===== config.mk =====
export PLATFORM = sky130hd
export DESIGN_NAME = serial_line_codec
export DESIGN_NICKNAME = d
export VERILOG_FILES = /design/src/rtl/linecode_pkg.sv /design/src/rtl/tx_stuffer.sv /design/src/rtl/tx_line_driver.sv /design/src/rtl/rx_destuffer.sv /design/src/rtl/serial_line_codec.sv
export SDC_FILE = /design/constraint.sdc
export NUM_CORES = 1
export LEC_CHECK = 0
export CAP_MARGIN = 20
export CORE_MARGIN = 5
export CORE_UTILIZATION = 50
export DETAILED_ROUTE_END_ITERATION = 10
export GPL_TIMING_DRIVEN = 0
export HOLD_SLACK_MARGIN = 0.02
export PLACE_DENSITY = 0.87
export RECOVER_POWER = 50
export SETUP_SLACK_MARGIN = 0.15
export SYNTH_ARGS = -nofsm -noshare
export SYNTH_HDL_FRONTEND = slang
export SYNTH_SLANG_ARGS = --single-unit

===== constraint.sdc =====
create_clock -name clk -period 2.05 [get_ports clk]
set_input_delay 0.41 -clock clk [delete_from_list [all_inputs] [get_ports clk]]
set_output_delay 0.41 -clock clk [all_outputs]
set_load 0.005 [all_outputs]

===== src/rtl/linecode_pkg.sv =====
package linecode_pkg;
  typedef enum logic [1:0] {
    TX_IDLE = 2'd0,
    TX_DATA = 2'd1,
    TX_SE0  = 2'd2,
    TX_JEND = 2'd3
  } tx_state_e;

  localparam logic IDLE_P = 1'b1;
  localparam logic IDLE_N = 1'b0;
endpackage


===== src/rtl/tx_stuffer.sv =====
module tx_stuffer #(
  parameter int RUN_LEN = 6
) (
  input  logic clk,
  input  logic rst,
  input  logic in_valid,
  input  logic in_bit,
  input  logic in_last,
  input  logic drv_ready,
  output logic in_ready,
  output logic sym_valid,
  output logic sym_bit,
  output logic sym_eop
);
  localparam int CW = $clog2(RUN_LEN + 1);

  logic [CW-1:0] ones_q;
  logic          eop_pend_q;
  logic          stuff_now;

  always_comb begin
    stuff_now = (ones_q == CW'(RUN_LEN));
    in_ready  = drv_ready && !stuff_now && !eop_pend_q;
    sym_valid = drv_ready && (stuff_now || eop_pend_q || in_valid);
    sym_eop   = !stuff_now && eop_pend_q;
    sym_bit   = stuff_now ? 1'b0 : in_bit;
  end

  always_ff @(posedge clk) begin
    if (rst) begin
      ones_q     <= '0;
      eop_pend_q <= 1'b0;
    end else begin
      if (sym_valid) begin
        if (sym_eop || !sym_bit) ones_q <= '0;
        else                     ones_q <= ones_q + 1'b1;
      end
      if (in_valid && in_ready && in_last) eop_pend_q <= 1'b1;
      else if (sym_valid && sym_eop)       eop_pend_q <= 1'b0;
    end
  end
endmodule


===== src/rtl/tx_line_driver.sv =====
module tx_line_driver #(
  parameter int SE0_BITS = 2
) (
  input  logic clk,
  input  logic rst,
  input  logic sym_valid,
  input  logic sym_bit,
  input  logic sym_eop,
  output logic drv_ready,
  output logic line_p,
  output logic line_n,
  output logic line_oe
);
  import linecode_pkg::*;

  localparam int EW = $clog2(SE0_BITS + 1);

  tx_state_e     st_q;
  logic [EW-1:0] se0_q;

  assign drv_ready = (st_q == TX_IDLE) || (st_q == TX_DATA);

  always_ff @(posedge clk) begin
    if (rst) begin
      st_q    <= TX_IDLE;
      se0_q   <= '0;
      line_p  <= IDLE_P;
      line_n  <= IDLE_N;
      line_oe <= 1'b0;
    end else begin
      case (st_q)
        TX_IDLE, TX_DATA: begin
          if (sym_valid) begin
            line_oe <= 1'b1;
            if (sym_eop) begin
              line_p <= 1'b0;
              line_n <= 1'b0;
              se0_q  <= EW'(1);
              st_q   <= TX_SE0;
            end else begin
              line_p <= sym_bit ? line_p : ~line_p;
              line_n <= sym_bit ? ~line_p : line_p;
              st_q   <= TX_DATA;
            end
          end
        end
        TX_SE0: begin
          if (se0_q < EW'(SE0_BITS)) begin
            line_p <= 1'b0;
            line_n <= 1'b0;
            se0_q  <= se0_q + 1'b1;
          end else begin
            line_p <= IDLE_P;
            line_n <= IDLE_N;
            st_q   <= TX_JEND;
          end
        end
        default: begin
          line_oe <= 1'b0;
          line_p  <= IDLE_P;
          line_n  <= IDLE_N;
          st_q    <= TX_IDLE;
        end
      endcase
    end
  end
endmodule


===== src/rtl/rx_destuffer.sv =====
module rx_destuffer #(
  parameter int RUN_LEN = 6
) (
  input  logic clk,
  input  logic rst,
  input  logic rx_en,
  input  logic rx_p,
  input  logic rx_n,
  output logic rx_valid,
  output logic rx_bit,
  output logic rx_eop,
  output logic rx_stuff_err
);
  import linecode_pkg::*;

  localparam int CW = $clog2(RUN_LEN + 1);

  logic [CW-1:0] ones_q;
  logic          prev_q;
  logic          eop_seen_q;
  logic          se0;
  logic          dbit;

  always_comb begin
    se0  = !rx_p && !rx_n;
    dbit = (rx_p == prev_q);
  end

  always_ff @(posedge clk) begin
    if (rst) begin
      ones_q       <= '0;
      prev_q       <= IDLE_P;
      eop_seen_q   <= 1'b0;
      rx_valid     <= 1'b0;
      rx_bit       <= 1'b0;
      rx_eop       <= 1'b0;
      rx_stuff_err <= 1'b0;
    end else begin
      rx_valid     <= 1'b0;
      rx_eop       <= 1'b0;
      rx_stuff_err <= 1'b0;
      if (!rx_en) begin
        prev_q     <= IDLE_P;
        ones_q     <= '0;
        eop_seen_q <= 1'b0;
      end else if (!eop_seen_q) begin
        if (se0) begin
          rx_eop     <= 1'b1;
          eop_seen_q <= 1'b1;
          ones_q     <= '0;
        end else begin
          prev_q <= rx_p;
          if (ones_q == CW'(RUN_LEN)) begin
            ones_q       <= '0;
            rx_stuff_err <= dbit;
          end else begin
            rx_valid <= 1'b1;
            rx_bit   <= dbit;
            ones_q   <= dbit ? ones_q + 1'b1 : '0;
          end
        end
      end
    end
  end
endmodule


===== src/rtl/serial_line_codec.sv =====
module serial_line_codec #(
  parameter int RUN_LEN  = 6,
  parameter int SE0_BITS = 2
) (
  input  logic clk,
  input  logic rst,
  input  logic in_valid,
  input  logic in_bit,
  input  logic in_last,
  output logic in_ready,
  output logic line_p,
  output logic line_n,
  output logic line_oe,
  input  logic rx_en,
  input  logic rx_p,
  input  logic rx_n,
  output logic rx_valid,
  output logic rx_bit,
  output logic rx_eop,
  output logic rx_stuff_err
);
  logic drv_ready;
  logic sym_valid;
  logic sym_bit;
  logic sym_eop;

  tx_stuffer #(.RUN_LEN(RUN_LEN)) u_stuff (
    .clk(clk), .rst(rst),
    .in_valid(in_valid), .in_bit(in_bit), .in_last(in_last),
    .drv_ready(drv_ready), .in_ready(in_ready),
    .sym_valid(sym_valid), .sym_bit(sym_bit), .sym_eop(sym_eop)
  );

  tx_line_driver #(.SE0_BITS(SE0_BITS)) u_drv (
    .clk(clk), .rst(rst),
    .sym_valid(sym_valid), .sym_bit(sym_bit), .sym_eop(sym_eop),
    .drv_ready(drv_ready),
    .line_p(line_p), .line_n(line_n), .line_oe(line_oe)
  );

  rx_destuffer #(.RUN_LEN(RUN_LEN)) u_rx (
    .clk(clk), .rst(rst),
    .rx_en(rx_en), .rx_p(rx_p), .rx_n(rx_n),
    .rx_valid(rx_valid), .rx_bit(rx_bit),
    .rx_eop(rx_eop), .rx_stuff_err(rx_stuff_err)
  );
endmodule


==> impl_results.md <==
- Outcome: finished clean
- YS warnings: 0
- Final ANT Viol Nets: 0
- Tot GR Track Use: 0.154
- Top cells by area, synth: dfxtp_1 (43%), nand2_1 (5.7%), ha_1 (5.4%)
- Gate Count Post-Synth: 109
- P&R area growth vs syn: 26.6%
- Yosys cell types: 31
- Count of pins over their slew limit: 0
- WHS: 0.462 ns
- # Max-Cap Violations: 0
- Die height: 52.9 um
- Worst R2R Path Depth: 6
- Initial Util: 0.528
- Global route overflow: 0
- Setup tns final: 0 ns
- FF-to-FF setup slack: 0.19 ns
- Initial drt markers: 14
- Cell chosen for the clock root: clkbuf_4
- # DRC: 0
- Vias/cell: 5.34
- Initial antenna violation count: 0
- Top-area cell type share of the netlist area: 0.434
- Number of synthesized register bits: 20
- Hold Path Cell Cnt: 2
- Mapped Nets: 121
- H-Tree Depth: 1
- Maximum vdd ir drop: 0.000528 V
- Final worst path period share: 0.909
- Final #Nets: 143
- Slew headroom: 0.707
- Crit path time final: 1.86 ns
- Antenna diodes: 0
- Worst hold start: u_drv.line_oe
- Clock Latency Late Sink: 0.30 ns
- Hold Crit Endpoint: u_drv.line_oe
- TritonCTS clock tree: built
- RSZ-0062 raised after global routing: true
- DR pass1 iterations: 4
- WS Path Type: input pin to register
- DP Wirelength: 1.35 mm
- Final wirelength: 1.78 mm
- Largest net degree at the start of global routing: 12
- Layout cells sized above 1: 0.123
- Die Area: 2800 um2
- Clock Skews: 0.00374 ns
- Mapped Area: 922 um2
- CP required: 2.29 ns
- IO Pins: 16
- CP Launch Type: input pin
- Area leader, netlist: dfxtp_1
- CTS Buf Count: 3
- Critical Path AT: 2.10 ns
- R2R Path Start: u_stuff.ones_q[0]
- Max Freq: 0.537 GHz
- Reg-to-Reg End: u_stuff.ones_q[2]
- Hold-fix buffers, CTS: 0
- Row count: 15
- Number of global-route vias before repair: 792
- Setup violations, final: 0
- Avg WL per Cell: 11.5 um
- Total number of vias: 827
- Register area share after synthesis: 0.434
- Power per cell area: 657 nW/um2
- Syn Area/Cell: 8.46 um2
- Critical Path Fanout Max: 5
- CP endpoint kind: register
- Global-route wire length before repair: 3.26 mm
- I/O Buffers: 15
- Min-Delay Path Class: register to register
- Clock slew at reported path FFs: 0.11 ns
- Final hold vios: 0
- RD Place Congestion: 0.861
- Total core area: 1750 um2
- Slew @ Worst Pin: 0.440 ns
- Chip width: 52.9 um
- Clock tree buffer depth: 2
- TritonCTS Sinks: 20
- Leak: 0.489 nW
[cells in the final DEF, fill, tap and decap left out, drive strengths merged]
cell type | synthesis | final
dfxtp | 20 | 20
nand2 | 14 | 14
nor2 | 12 | 12
a21oi | 9 | 9
o21ai | 7 | 7
clkdlybuf4s50 | 0 | 7
dlygate4sd3 | 0 | 6
clkbuf | 2 | 6
nor3 | 5 | 5
inv | 4 | 4
nand2b | 4 | 4
ha | 4 | 4
and3 | 3 | 3
or3b | 3 | 3
buf | 1 | 3
a21o | 3 | 3
nor2b | 2 | 2
mux2i | 2 | 2
nand3b | 2 | 2
a211oi | 2 | 2
clkinv | 1 | 1
or4 | 1 | 1
o21bai | 1 | 1
nand3 | 1 | 1
and2 | 1 | 1
nor4 | 1 | 1
mux2 | 1 | 1
a221oi | 1 | 1
a31oi | 1 | 1
a2111oi | 1 | 1
dlymetal6s2s | 0 | 1
clkdlybuf4s15 | 0 | 1
[how the worst max path moves through the flow]
stage	from	endpoint	slack, ns	cells after the start
2_1_floorplan	u_stuff.ones_q[0]	u_stuff.ones_q[2]	0.30	6
3_3_place_gp	in_valid	u_stuff.ones_q[2]	-0.13	5
3_5_place_dp	rx_n	u_rx.ones_q[1]	-0.17	5
4_1_cts	in_valid	u_stuff.ones_q[2]	0.16	5
5_1_grt	u_stuff.ones_q[1]	u_drv.line_n	0.08	5
6_report	in_bit	u_stuff.ones_q[2]	0.19	5
[flip-flops by register name, indices dropped and copies added, names as in the netlist, 2 cells and up]
name	cells
u_stuff.ones_q	3
u_drv.se0_q	2
u_drv.st_q	2
u_rx.ones_q	3
[metrics by stage]
stage	util	total power, mW	setup WS (ns)	cell area [um2]	cells
floorplan	-	0.491	0.299	922	109
global placement	0.632	0.540	-0.133	1100	149
detailed placement	0.632	0.544	-0.174	1100	149
CTS	0.666	0.776	0.158	1160	155
global route	0.669	0.807	0.0796	1170	155
finish	0.669	0.767	0.187	1170	155
[repair_timing]
action                                  CTS  global route
buffers inserted                          2             0
endpoints found under the setup margin    3             3
gates resized for setup                   4             5
hold endpoints to repair                  0             0
pin swaps                                 2             0
[layer usage]
layer	vias to the layer above	routed length [um]	global-route usage
met4	0	14	0.0596
met5	-	0	0
li1	421	-	-
met3	2	61	0.0338
met2	13	858	0.254
met1	391	843	0.193
[kinds of logic (layout without fill, tap and decap cells)]
family	count (synthesis)	after routing	share of synthesized area
and+or+nand+nor	49	49	0.266
DFF	20	20	0.434
adders and majority gates	4	4	0.0543
muxes	3	3	0.0339
AOI/OAI and AO/OA	25	25	0.171
buffers and inverters	8	29	0.0407
[power breakdown]
group	total [mW]	switching [mW]	leakage, nW	internal, mW
sequential	0.422	0.0135	0.164	0.408
combinational	0.116	0.0523	0.304	0.0642
clock	0.228	0.120	0.0210	0.108
total	0.767	0.186	0.489	0.581
[critical path: stages]
cell and delay [ns]:
dlygate4sd3_1 0.57, inv_1 0.11, or4_1 0.51, or3b_1 0.38, a21oi_1 0.12
[final cells by class]
| type | instances | area [um2] |
|---|---|---|
| fillers | 149 | 578 |
| flip-flops and latches | 20 | 402 |
| inverters | 5 | 18.8 |
| multi-input cells | 81 | 492 |
| plain buffers | 3 | 20.0 |
| clock buffers | 4 | 36.3 |
| repair buffers | 17 | 168 |
| well taps | 25 | 31.3 |
[Yosys cell counts]
library cell	number
ha_1	4
nand3b_1	2
a21o_2	1
clkbuf_1	2
inv_1	4
nor2_1	12
o21bai_1	1
nor4_1	1
a211oi_1	2
dfxtp_1	20
clkinv_1	1
nand2b_1	4
nor2b_1	2
nor3_1	5
nand3_1	1
a221oi_1	1
or3b_1	1
or3b_2	2
mux2i_1	2
a2111oi_0	1
and3_1	3
a21o_1	1
o21ai_0	7
mux2_2	1
or4_1	1
a21oi_1	9
buf_6	1
a21o_4	1
nand2_1	14
and2_1	1
a31oi_1	1
Note: power is estimated with default switching activity, not from simulation.
